File: src/rtl/step_interp.sv
module step_interp #(
  parameter int POS_W    = 10,
  parameter int SLOW_EXP = 20,
  parameter int FAST_EXP = 18
) (
  input  logic             clk_i,
  input  logic             rst_ni,
  input  logic             step_i,
  input  logic             dir_i,
  input  logic             intpol_en_i,
  input  logic             dedge_en_i,
  input  logic             fast_stst_i,
  input  logic [2:0]       res_i,
  output logic [POS_W-1:0] pos_o,
  output logic             ustep_o,
  output logic             stst_o,
  output logic             hold_o
);
  localparam int CNT_W = SLOW_EXP + 1;
  localparam logic [CNT_W-1:0] LIM_SLOW = CNT_W'(1) << SLOW_EXP;
  localparam logic [CNT_W-1:0] LIM_FAST = CNT_W'(1) << FAST_EXP;

  logic [2:0] step_sync;
  logic [1:0] dir_sync;
  logic       act_edge, dir_s;

  logic [CNT_W-1:0] ivl_q, sub_cnt_q, sub_len_q;
  logic [POS_W-1:0] pos_q, target_q;
  logic [8:0]       remain_q;
  logic             cur_dir_q, stst_q, have_ref_q, ustep_q;

  logic [8:0]       n_steps;
  logic [3:0]       shift;
  logic [CNT_W-1:0] sub_raw, sub_len, limit;
  logic [POS_W-1:0] delta, target_next;
  logic             interp_go, timeout;

  assign dir_s    = dir_sync[1];
  assign act_edge = (step_sync[1] & ~step_sync[2]) |
                    (dedge_en_i & ~step_sync[1] & step_sync[2]);

  assign n_steps     = 9'd256 >> res_i;
  assign shift       = 4'd8 - {1'b0, res_i};
  assign sub_raw     = ivl_q >> shift;
  assign sub_len     = (sub_raw == '0) ? CNT_W'(1) : sub_raw;
  assign limit       = fast_stst_i ? LIM_FAST : LIM_SLOW;
  assign timeout     = ivl_q >= limit;
  assign delta       = POS_W'(n_steps);
  assign target_next = dir_s ? target_q + delta : target_q - delta;
  assign interp_go   = intpol_en_i & have_ref_q & ~stst_q;

  always_ff @(posedge clk_i) begin
    if (!rst_ni) begin
      step_sync <= '0;
      dir_sync  <= '0;
    end else begin
      step_sync <= {step_sync[1:0], step_i};
      dir_sync  <= {dir_sync[0], dir_i};
    end
  end

  always_ff @(posedge clk_i) begin
    if (!rst_ni) begin
      ivl_q      <= '0;
      sub_cnt_q  <= '0;
      sub_len_q  <= CNT_W'(1);
      pos_q      <= '0;
      target_q   <= '0;
      remain_q   <= '0;
      cur_dir_q  <= 1'b1;
      stst_q     <= 1'b0;
      have_ref_q <= 1'b0;
      ustep_q    <= 1'b0;
    end else begin
      ustep_q <= 1'b0;
      if (act_edge) begin
        ivl_q      <= CNT_W'(1);
        stst_q     <= 1'b0;
        have_ref_q <= 1'b1;
        target_q   <= target_next;
        cur_dir_q  <= dir_s;
        sub_cnt_q  <= '0;
        if (interp_go) begin
          sub_len_q <= sub_len;
          remain_q  <= n_steps;
          pos_q     <= target_q;
          ustep_q   <= (pos_q != target_q);
        end else begin
          remain_q  <= '0;
          pos_q     <= target_next;
          ustep_q   <= 1'b1;
        end
      end else begin
        if (ivl_q < LIM_SLOW) ivl_q <= ivl_q + CNT_W'(1);
        if (timeout) begin
          stst_q     <= 1'b1;
          have_ref_q <= 1'b0;
        end
        if (remain_q != '0) begin
          if (sub_cnt_q + CNT_W'(1) >= sub_len_q) begin
            sub_cnt_q <= '0;
            remain_q  <= remain_q - 9'd1;
            pos_q     <= cur_dir_q ? pos_q + POS_W'(1) : pos_q - POS_W'(1);
            ustep_q   <= 1'b1;
          end else begin
            sub_cnt_q <= sub_cnt_q + CNT_W'(1);
          end
        end
      end
    end
  end

  assign pos_o   = pos_q;
  assign ustep_o = ustep_q;
  assign stst_o  = stst_q;
  assign hold_o  = stst_q;
endmodule

File: config.mk
export PLATFORM = sky130hd
export DESIGN_NAME = step_interp
export DESIGN_NICKNAME = d
export VERILOG_FILES = /design/src/rtl/step_interp.sv
export SDC_FILE = /design/constraint.sdc
export NUM_CORES = 1
export LEC_CHECK = 0
export BUFFER_PORTS_ARGS = -buffer_cell sky130_fd_sc_hd__buf_2
export CORE_UTILIZATION = 51
export DETAILED_ROUTE_END_ITERATION = 12
export GPL_TIMING_DRIVEN = 0
export PLACE_DENSITY = 0.67
export SYNTH_ARGS = -nofsm -noshare
export SYNTH_HDL_FRONTEND = slang
export SYNTH_SLANG_ARGS = --single-unit
File: constraint.sdc
create_clock -name clk_i -period 3.9 [get_ports clk_i]
set_input_delay 0 -clock clk_i [delete_from_list [all_inputs] [get_ports clk_i]]
set_output_delay 0 -clock clk_i [all_outputs]
set_load 0.05 [all_outputs]
=== Word-level counts from Yosys, hierarchy flattened ===
Index checks and enable logic that the tools add are counted.

* Input bits: 10
* Output and inout port bits: 13
* Flip-flop bits (word level): 101
* Word-level logic and storage cells: 67

* Equality and inequality tests: 1
* Shift operators: 2
* Add/subtract/negate cells: 8
* Muxes and demuxes: 21
* Bitwise operators: 10
* Reduce and logical (&&, ||, !) cells: 9
* Order comparisons: 3

{| class="wikitable"
|+ Operator list
! kind !! count
|-
| $mux W21 || 3
|-
| $mux W10 || 6
|-
| $add A21 B1 Y21 const B || 2
|-
| $ge A21 B21 Y1 || 2
|-
| $mux W9 || 4
|-
| $logic_not A21 Y1 || 1
|-
| $lt A21 B21 Y1 const B || 1
|-
| $shr A21 B4 Y21 || 1
|-
| $add A10 B1 Y10 const B || 1
|-
| $add A10 B9 Y10 || 1
|-
| $ne A10 B10 Y1 || 1
|-
| $sub A10 B1 Y10 const B || 1
|-
| $sub A10 B9 Y10 || 1
|-
| $reduce_bool A9 Y1 || 1
|-
| $shr A9 B3 Y9 const A || 1
|-
| $sub A9 B1 Y9 const B || 1
|-
| $mux W1 || 8
|-
| $reduce_bool A2 Y1 || 4
|-
| $and A1 B1 Y1 || 5
|-
| $not A1 Y1 || 4
|-
| $reduce_and A2 Y1 || 2
|-
| $sub A4 B3 Y4 const A || 1
|-
| $reduce_or A2 Y1 || 1
|-
| $or A1 B1 Y1 || 1
|}

=== Depth between registers and ports, before layout ===
Gate-level depths: netlist (run 1).

* Depth after elaboration: 6
* Gate-level depth with buffers: 15
* Mapped depth without buffers: 14

=== Least setup slack after synthesis (run 1) ===
Ideal clock, no wire load.

* Path kind: register to register
* Start point: register sub_cnt_q[0]
* End point: register pos_q[9], in the netlist pos_o[9]
* Path buffers: 0
* Cell stages (with the launch flop): 15
* Clock period less this slack: 3.568 ns
* Setup slack: 0.332 ns
* Library setup time: 0.074 ns
* Data arrival time: 3.494 ns
* Data required time: 3.826 ns
* Cells stage by stage: dfxtp_1 -> ha_1 -> nand4_1 -> nor4_2 -> and3_1 -> nand3_1 -> xnor2_1 -> ha_1 -> nand3_1 -> nor2_1 -> o211ai_1 -> a21oi_1 -> o21ai_4 -> or4_2 -> a31oi_1

* Cells in the longest elaborated chain, start to end: 4

{| class="wikitable"
|+ Ends and longest elaborated chain
! what !! RTL line !! RTL
|-
| from (decl) || 27 || <nowiki>logic [CNT_W-1:0] ivl_q, sub_cnt_q, sub_len_q;</nowiki>
|-
| from (signal assigned) || 106 || <nowiki>sub_cnt_q <= sub_cnt_q + CNT_W'(1);</nowiki>
|-
| $add A21 B1 Y21 || 100 || <nowiki>if (sub_cnt_q + CNT_W'(1) >= sub_len_q) begin</nowiki>
|-
| $ge A21 B21 Y1 || 100 ||
|-
| $reduce_bool A2 Y1 (no line) || - ||
|-
| $reduce_and A2 Y1 (no line) || - ||
|-
| to (signal assigned) || 86 || <nowiki>pos_q <= target_q;</nowiki>
|-
| to (signal assigned) || 90 || <nowiki>pos_q <= target_next;</nowiki>
|-
| to (signal assigned) || 103 || <nowiki>pos_q <= cur_dir_q ? pos_q + POS_W'(1) : pos_q - POS_W'(1);</nowiki>
|-
| to (decl) || 28 || <nowiki>logic [POS_W-1:0] pos_q, target_q;</nowiki>
|}

Every way passes these cells.
A chain may end at the register's enable or synchronous reset.

=== Worst setup path in the final report (run 1) ===
* Start point: register sub_cnt_q[0]
* End point: register sub_cnt_q[10]

* Cells in the longest elaborated chain, start to end: 3

{| class="wikitable"
|+ Ends and longest elaborated chain
! what !! RTL line
|-
| $add A21 B1 Y21 (*) || 100, 106
|-
| $ge A21 B21 Y1 || 100
|-
| $mux W21 (*) || 100
|}

Every way passes the cells marked *; elsewhere a longest branch is shown, timed or not.

==> metrics.yaml, run 1 <==
io_buffers: 21
maxCapViolCount: 0
overflow: 0
powerDensity_nw_per_um2: 435
power.switching_w: 0.00129
final_cell_count_no_fill: 1126
ctsHtreeMaxLevel: 3
post_drt_via_cell_ratio: 5.90
place_inst: 1102
grt_start_max_net_pins: 16
critPathMaxFanout: 10
p_leak_nw: 3.13
synth-edff-count: 0
clk_pin_slew_ns: 0.07
top_layer_used: "met4"
power_frac_comb_pct: 36.6
period_minus_slack_ns: 3.80
clock_path_buffers: 2
max_slew_margin_pct: 43.2
antenna_left: 0
ys_ff_latch: 100
first_iter_violations: 649
clk_latency_ns: 0.36
status: "finished clean"
maxSlewViolCount: 0
gp_congestion: 0.917
ys_warn_count: 0
synth_area_per_cell_sq_um: 7.86
area_delta_synth_final_pct: 11.2
timing.final.hold_violations: 0
internal_power_w: 0.00215
r2r_cells: 15
seqPwrFrac_pct: 35.0
fin_crit_sh_pct: 97.5
postSynth.asyncResetShare_pct: 0
layout_setup_ws_ns: 0.0986
cp.required_ns: 4.17
met1Wirelength_microns: 9380
path_class: "reg2reg"
fmax_mhz: 263
die_h_microns: 120
antenna_found_initial: 0
die_area_sq_um: 14400
ios: 23
clock-sinks: 100
dp_worst_setup_slack_ns: -0.481
cts-root-buf: "clkbuf_16"
syn-num-nets: 966
hold_class: "in2reg"
dr_wl_met3_microns: 1510
start_kind: "register"
detail_route.wl_per_cell_microns: 17.5
start_util_pct: 53.1
synth_flop_cell: "dfxtp_1"
switching_share_pct: 37.6
routed_wl_microns: 19700
grt_pass1_vias: 5981
synth_area_sq_um: 7110
hold_depth: 3
p_clk_share_pct: 28.4
critPathArrivalTime_ns: 4.07
dr.pass1.iters: 5
antenna_cells: 0
fp.dieW_microns: 120
dp_hpwl_microns: 14300
grt_pass1_wl_microns: 31400
cts_tree: "built"
route.detailed.drc: 0
drive_gt1_share_pct: 11.6
ir_worst_vdd_mv: 0.296
via_count: 6640
worstSetupEndpointType: "register"
tightest_slew_ns: 0.849
ys_seq_area_share_pct: 28.1
fin_skew_ns: 0.0130
cts_made_buffers: 9
synth_cell_types: 78
final-setup-viol-count: 0
syn_inst: 905
nNetsFinal: 1006
wl_met2_microns: 8380
rows: 42
core_area_sq_um: 13400
grt_usage_pct: 27.8
[cells in the mapped netlist (all sizes together) (9+ instances only)]
| cell type | number | area share, % |
|---|---|---|
| ha | 49 | 8.6 |
| buf | 16 | 1.6 |
| mux4 | 9 | 2.8 |
| nor2 | 93 | 4.9 |
| a21o | 9 | 1.0 |
| xnor2 | 32 | 3.9 |
| mux2i | 26 | 3.7 |
| o21ai | 41 | 3.0 |
| clkbuf | 39 | 2.2 |
| xor2 | 32 | 3.9 |
| nand3 | 39 | 2.9 |
| o211ai | 14 | 1.5 |
| inv | 39 | 2.1 |
| a21oi | 93 | 6.6 |
| nand2 | 108 | 5.7 |
| nand4 | 13 | 1.1 |
| or3 | 10 | 1.0 |
| dfxtp | 100 | 28 |
| nor3 | 24 | 1.7 |
| and3 | 9 | 0.81 |
[critical path, stage by stage, from the launching register on]
cell and delay [ns]:
dfxtp_4 0.40, ha_4 0.17, nand4_1 0.10, buf_4 0.18
nor3_4 0.26, nand3_1 0.13, xnor2_1 0.24, ha_1 0.29
a21oi_1 0.13, nor2_1 0.07, a2111oi_1 0.63, o31ai_4 0.17
nor3_2 0.34, buf_2 0.31, nand3b_1 0.10, a21oi_1 0.18
[flip-flops by register name, summed over array words and instances (netlist names)]
name,flops
target_q,9
ivl_q,21
sub_len_q,21
have_ref_q,1
remain_q,9
sub_cnt_q,21
pos_o,10
hold_o,1
step_sync,3
cur_dir_q,1
dir_sync,2
ustep_o,1
[power by group through the flow]
stage          sequential [W]  combinational (W)  clock, W
2_1_floorplan         0.00134           0.000818         0
3_3_place_gp          0.00123            0.00121         0
3_5_place_dp          0.00123            0.00121         0
4_1_cts               0.00120            0.00122  0.000988
5_1_grt               0.00122            0.00138   0.00102
6_report              0.00121            0.00126  0.000976
[layout by cell type, fill, tap and decap left out, drive strengths merged, types with 5 or more instances in the layout]
master,n
nand2,108
dfxtp,100
nor2,93
a21oi,93
clkbuf,52
ha,49
o21ai,42
buf,42
inv,39
nand3,39
xnor2,32
xor2,32
mux2i,26
nor3,24
o211ai,14
nand4,13
or3,10
mux4,9
and3,9
a21o,9
a211oi,8
nor4,7
o21a,6
and2,6
a31oi,6
nand3b,5
a22oi,5
clkinv,5
or4,5
[worst paths after layout]
path	start	endpoint	slack (ns)
worst max register to register	sub_cnt_q[0]	sub_cnt_q[10]	0.1
worst min register to register	dir_sync[0]	dir_sync[1]	0.44
worst max-delay path	sub_cnt_q[0]	sub_cnt_q[10]	0.1
worst min-delay path	rst_ni	sub_cnt_q[11]	0.13
[cell type report]
class	count	area (sq um)
Fill cell	1286	5490
Clock inverter	3	43.8
Sequential cell	100	2010
Clock buffer	13	270
Buffer	55	278
Inverter	42	158
Multi-Input combinational cell	709	4770
Timing Repair Buffer	28	163
Tap cell	176	220
[metal layers]
metal	track usage, %	up-vias
met2	40.9	245
met3	6.13	31
li1	-	3303
met1	39.8	3061
met4	9.22	0
met5	0	-
[timing repair]
action,CTS,global route
setup buffers,1,4
pin swaps,1,5
setup endpoints to repair,41,33
gates resized for setup,9,13
hold buffers,2,0
gates cloned,0,1
endpoints found under the hold margin,2,0
[kinds of logic after synthesis]
logic type               synth area share, %
multiplexers                            7.03
AO/OA/AOI/OAI                           19.0
buffers and inverters                   6.07
adder cells (fa/ha/maj)                 9.18
AND/OR/NAND/NOR                         22.7
flip-flops                              28.1
XOR/XNOR                                7.88
[stage by stage]
step	cell area, sq um	TNS, ns	power, W	utilization [%]	hold slack (ns)
floorplan	7110	0	0.00216	-	0.127
global placement	7440	-5.73	0.00244	55.5	0.211
detailed placement	7440	-6.68	0.00244	55.5	0.216
CTS	7820	0	0.00342	58.3	0.128
global route	7910	-0.243	0.00362	59.0	0.163
finish	7910	0	0.00344	59.0	0.133
Power figures use the tool's default switching activity.
==> run 2, diff against run 1 <==
Settings changed: MAX_ROUTING_LAYER set to met4.
==> metrics.yaml, run 2 (synthesized netlist as in run 1, its figures left out) <==
maxCapViolCount: 0  # unchanged
power.switching_w: 0.00129  # about the same
slowest_stage: "a2111oi_1"  # unchanged
grt_usage_pct: 28.6  # was 27.8%
r2r_cells: 15  # unchanged
grt_pass1_wl_microns: 31400  # about the same
max_slew_margin_pct: 43.8  # was 43.2%
power_frac_comb_pct: 36.6  # about the same
max_stage_delay_ns: 0.63  # about the same
antenna_found_initial: 0  # unchanged
start_util_pct: 53.1  # unchanged
detail_route.wl_per_cell_microns: 17.5  # about the same
clock-sinks: 100  # unchanged
cp.required_ns: 4.17  # about the same
fin_skew_ns: 0.0125  # was 0.0130 ns
drive_gt1_share_pct: 11.6  # unchanged
fin_crit_sh_pct: 97.2  # was 97.5%
overflow: 0  # unchanged
route.detailed.drc: 0  # unchanged
start_kind: "register"  # unchanged
final_cell_mix: "nand2_1 (108), dfxtp_1 (97), nor2_1 (91), a21oi_1 (91), ha_1 (48)"  # unchanged
fmax_mhz: 264  # was 263 MHz
gp_congestion: 0.933  # was 0.917
core_area_sq_um: 13400  # unchanged
ir_worst_vdd_mv: 0.296  # about the same
routed_wl_microns: 19700  # about the same
cts_tree: "built"  # unchanged
ff2ff_setup_slack_ns: 0.11  # was 0.1 ns
die_h_microns: 120  # unchanged
antenna_cells: 0  # unchanged
antenna_left: 0  # unchanged
clk_latency_ns: 0.36  # about the same
fp.dieW_microns: 120  # unchanged
path_class: "reg2reg"  # unchanged
first_iter_violations: 584  # was 649
clk_pin_slew_ns: 0.07  # about the same
ios: 23  # unchanged
critPathArrivalTime_ns: 4.06  # was 4.07 ns
die_area_sq_um: 14400  # unchanged
seqPwrFrac_pct: 35.1  # was 35.0%
ctsHtreeMaxLevel: 3  # unchanged
switching_share_pct: 37.5  # was 37.6%
grt_start_max_net_pins: 16  # unchanged
final_util_pct: 59.0  # unchanged
reg_top3: "ivl_q: 21 flops, sub_cnt_q: 21 flops, sub_len_q: 21 flops"  # unchanged
via_count: 6623  # was 6,640
p_total_w: 0.00344  # about the same
post_drt_via_cell_ratio: 5.88  # was 5.90
startpoint: "sub_cnt_q[0]"  # unchanged
mostFrequentLayoutCell: "nand2_1"  # unchanged
clock_path_buffers: 2  # unchanged
rows: 42  # unchanged
worstSetupEndpointType: "register"  # unchanged
cpMostUsedCell: "a21oi_1"  # unchanged
period_minus_slack_ns: 3.79  # was 3.80 ns
r2r_start: "sub_cnt_q[0]"  # unchanged
cts_made_buffers: 9  # unchanged
io_buffers: 21  # unchanged
r2r-end: "sub_cnt_q[10]"  # unchanged
cts-root-buf: "clkbuf_16"  # unchanged
dp_hpwl_microns: 14300  # unchanged
maxSlewViolCount: 0  # unchanged
p_clk_share_pct: 28.4  # about the same
grt_pass1_vias: 5981  # unchanged
dr.pass1.iters: 5  # unchanged
endpoint: "sub_cnt_q[10]"  # unchanged
timing.final.hold_violations: 0  # unchanged
powerDensity_nw_per_um2: 435  # about the same
area_delta_synth_final_pct: 11.2  # unchanged
p_leak_nw: 3.13  # unchanged
nNetsFinal: 1006  # unchanged
final-setup-viol-count: 0  # unchanged
path_cells: "ha_4 > nand4_1 > buf_4 > nor3_4 > nand3_1 > xnor2_1 > ha_1 > a21oi_1 > nor2_1 > a2111oi_1 > o31ai_4 > nor3_2 > buf_2 > nand3b_1 > a21oi_1"  # unchanged
critPathMaxFanout: 10  # unchanged
internal_power_w: 0.00215  # about the same
tightest_slew_ns: 0.840  # was 0.849 ns
status: "finished clean"  # unchanged
hold_class: "in2reg"  # unchanged
[run 2: cell counts in the layout (fill, tap and decap cells not counted)]
Identical to the previous run, type by type.
[run 2: power groups by stage]
stage | Clock, W | Sequential [W] | Combinational [W]
after detailed placement | 0 | 0.00123 | 0.00121
after global placement | 0 | 0.00123 | 0.00121
after CTS | 0.000988 | 0.00120 | 0.00122
final | 0.000975 | 0.00121 | 0.00126
after floorplan | 0 | 0.00134 | 0.000818
after global routing | 0.00102 | 0.00122 | 0.00138
[run 2: layer usage]
metal	vias to the layer above	global-route usage, %	routed length (microns)
li1	3291	-	-
met1	3067	39.7	9370
met2	227	40.9	8430
met3	38	6.13	1410
met4	0	9.22	452
met5	-	-	0
[run 2: worst min path at each step]
stage                 from            end  slack [ns]  cells past startpoint
global placement    step_i   step_sync[0]        0.21                      2
global route        rst_ni  sub_cnt_q[19]        0.16                      3
detailed placement  step_i   step_sync[0]        0.22                      2
floorplan            dir_i    dir_sync[0]        0.13                      1
finish              rst_ni  sub_cnt_q[11]        0.13                      3
CTS                 rst_ni  sub_cnt_q[19]        0.13                      3
[run 2: cell type report]
| cell class | instances | area [sq um] |
|---|---|---|
| well taps | 176 | 220 |
| plain buffers | 55 | 278 |
| fillers | 1286 | 5490 |
| inverters | 42 | 158 |
| repair buffers | 28 | 163 |
| multi-input cells | 709 | 4770 |
| clock buffers | 13 | 270 |
| flip-flops and latches | 100 | 2010 |
| clock inverters | 3 | 43.8 |
[run 2: metrics by stage]
step | TNS (ns) | setup WS, ns | instances | area [sq um] | hold slack (ns)
after floorplan | 0 | 0.332 | 905 | 7110 | 0.127
after global placement | -5.73 | -0.484 | 1102 | 7440 | 0.211
after detailed placement | -6.68 | -0.481 | 1102 | 7440 | 0.216
after CTS | 0 | 0.0522 | 1121 | 7820 | 0.128
after global routing | -0.223 | -0.0797 | 1126 | 7910 | 0.163
final | 0 | 0.109 | 1126 | 7910 | 0.133
[run 2: repair_timing]
action	in CTS	in global routing
endpoints found under the hold margin	2	0
pin swaps	1	5
endpoints found under the setup margin	41	33
resized for setup	9	13
cloned	0	1
buffers inserted	1	4
hold buffers	2	0
[run 2: critical path, delay by kind of cell (launching register included)]
family | cells | cell delay, ns
flip-flops | 1 | 0.40
adder cells (fa/ha/maj) | 2 | 0.46
XOR/XNOR | 1 | 0.24
buffers and inverters | 2 | 0.49
AO/OA/AOI/OAI | 4 | 1.10
AND/OR/NAND/NOR | 6 | 0.99
==> run 3, diff against run 2 <==
Settings changed: GPL_TIMING_DRIVEN 0 to unset.
==> metrics.yaml, run 3 (synthesized netlist as in run 1, its figures left out) <==
grt_usage_pct: 26.9  # was 28.6%
powerDensity_nw_per_um2: 434  # was 435 nW/um^2
status: "finished clean"  # unchanged
nNetsFinal: 969  # was 1,006
final_cell_mix: "nand2_1 (108), dfxtp_1 (100), nor2_1 (91), a21oi_1 (91), ha_1 (48)"  # was nand2_1 (108), dfxtp_1 (97), nor2_1 (91), a21oi_1 (91), ha_1 (48)
hold_class: "in2reg"  # unchanged
cp_top_family: "simple AND/OR/NAND/NOR gates"  # was compound AO/OA/AOI/OAI gates
critPathArrivalTime_ns: 3.96  # was 4.06 ns
start_util_pct: 53.1  # unchanged
reg_top3: "ivl_q: 21 flops, sub_cnt_q: 21 flops, sub_len_q: 21 flops"  # unchanged
path_class: "reg2reg"  # unchanged
fp.dieW_microns: 120  # unchanged
period_minus_slack_ns: 3.68  # was 3.79 ns
mostFrequentLayoutCell: "nand2_1"  # unchanged
max_slew_margin_pct: 39.4  # was 43.8%
fmax_mhz: 272  # was 264 MHz
cts-root-buf: "clkbuf_16"  # unchanged
gp_congestion: 0.914  # was 0.933
antenna_left: 0  # unchanged
overflow: 0  # unchanged
slowest_stage: "dfxtp_1"  # was a2111oi_1
io_buffers: 22  # was 21
met1Wirelength_microns: 8700  # was 9370 microns
clock_path_buffers: 2  # unchanged
postCtsSetupBuffers: 0  # was 1
crit_buf_inv: 1  # was 2
grt_pass1_wl_microns: 30300  # was 31,400 microns
ir_worst_vdd_mv: 0.245  # was 0.296 mV
wl_met2_microns: 8120  # was 8430 microns
rsz0062_at_grt: "yes"
timing.final.hold_violations: 0  # unchanged
final_util_pct: 57.6  # was 59.0%
cts_tree: "built"  # unchanged
maxSlewViolCount: 0  # unchanged
fin_crit_sh_pct: 94.4  # was 97.2%
fin_tns_setup_ns: 0  # unchanged
path_cells: "nand4_1 > nor4_4 > nand3_1 > nor2_1 > xor2_1 > ha_1 > a21o_1 > a21oi_1 > o31ai_2 > o21ai_4 > buf_4 > mux2_2 > o22ai_1"  # was ha_4 > nand4_1 > buf_4 > nor3_4 > nand3_1 > xnor2_1 > ha_1 > a21oi_1 > nor2_1 > a2111oi_1 > o31ai_4 > nor3_2 > buf_2 > nand3b_1 > a21oi_1
die_area_sq_um: 14400  # unchanged
fin_skew_ns: 0.00785  # was 0.0125 ns
critPathMaxFanout: 8  # was 10
final-setup-viol-count: 0  # unchanged
clock-sinks: 100  # unchanged
grt_start_max_net_pins: 41  # was 16
top_layer_used: "met4"  # unchanged
ff2ff_setup_slack_ns: 0.22  # was 0.11 ns
ios: 23  # unchanged
die_h_microns: 120  # unchanged
clk_pin_slew_ns: 0.07  # about the same
p_leak_nw: 3.05  # was 3.13 nW
drive_gt1_share_pct: 11.5  # was 11.6%
cts_made_buffers: 9  # unchanged
area_delta_synth_final_pct: 8.58  # was 11.2%
dp_hpwl_microns: 13400  # was 14,300 microns
first_iter_violations: 454  # was 584
clk_latency_ns: 0.35  # was 0.36 ns
cp.required_ns: 4.18  # was 4.17 ns
via_count: 6507  # was 6,623
core_area_sq_um: 13400  # unchanged
route.detailed.drc: 0  # unchanged
antenna_found_initial: 0  # unchanged
grt_pass1_vias: 6089  # was 5,981
worstSetupEndpointType: "register"  # unchanged
tightest_slew_ns: 0.909  # was 0.840 ns
post_drt_via_cell_ratio: 5.98  # was 5.88
dr.pass1.iters: 6  # was 5
dr_wl_met3_microns: 1190  # was 1410 microns
rows: 42  # unchanged
ctsHtreeMaxLevel: 3  # unchanged
maxCapViolCount: 0  # unchanged
detail_route.wl_per_cell_microns: 16.9  # was 17.5 microns
start_kind: "register"  # unchanged
routed_wl_microns: 18300  # was 19,700 microns
max_stage_delay_ns: 0.46  # was 0.63 ns
antenna_cells: 0  # unchanged
-- run 3: changes by cell type in the layout (fill, tap and decap cells not counted), sizes merged --
cell,previous run,this run
o21ai,42,41
clkbuf,52,11
buf,42,45
bufinv,1,2
-- run 3: path summary, 6_finish.rpt --
| check | start | to | depth (start not counted) |
|---|---|---|---|
| max | sub_cnt_q[5] | remain_q[1] | 13 |
| min | rst_ni | cur_dir_q | 3 |
| max reg2reg | sub_cnt_q[5] | remain_q[1] | 13 |
| min reg2reg | dir_sync[0] | dir_sync[1] | 1 |
-- run 3: worst min-delay path: stages --
cell and delay, ns:
buf_2 0.10, buf_4 0.21, o211ai_1 0.10
-- run 3: layer usage --
layer  track usage [%]  vias up
met5                 -        -
met4              7.73        0
met3              6.08       23
met2              39.4      207
met1              37.0     3060
li1                  -     3217
-- run 3: timing repair --
action / 4_1_cts / 5_1_grt
resized for setup: 0 / 12
hold buffers: 2 / 0
endpoints found under the hold margin: 2 / 0
setup endpoints to repair: 0 / 41
-- run 3: where the power goes --
group | switching [W] | total (W) | internal, W
Clock | 0.000390 | 0.000966 | 0.000577
Combinational | 0.000727 | 0.00118 | 0.000448
Sequential | 0.000105 | 0.00121 | 0.00111
Total | 0.00122 | 0.00335 | 0.00213
-- run 3: metrics by stage --
step	hold slack, ns	instances	cell area (sq um)	total power [W]	setup slack, ns
6_report	0.101	1088	7720	0.00335	0.218
5_1_grt	0.117	1088	7720	0.00352	-0.0371
4_1_cts	0.0883	1088	7680	0.00337	0.0611
3_5_place_dp	0.213	1071	7340	0.00239	0.0758
3_3_place_gp	0.213	1071	7340	0.00235	0.240
2_1_floorplan	0.127	905	7110	0.00216	0.332
-- run 3: layout make-up --
class | instances | area [sq um]
inverters | 42 | 158
clock buffers | 11 | 243
repair buffers | 47 | 303
flip-flops and latches | 100 | 2000
fillers | 1282 | 5680
multi-input cells | 708 | 4730
clock inverters | 4 | 73.8
well taps | 176 | 220
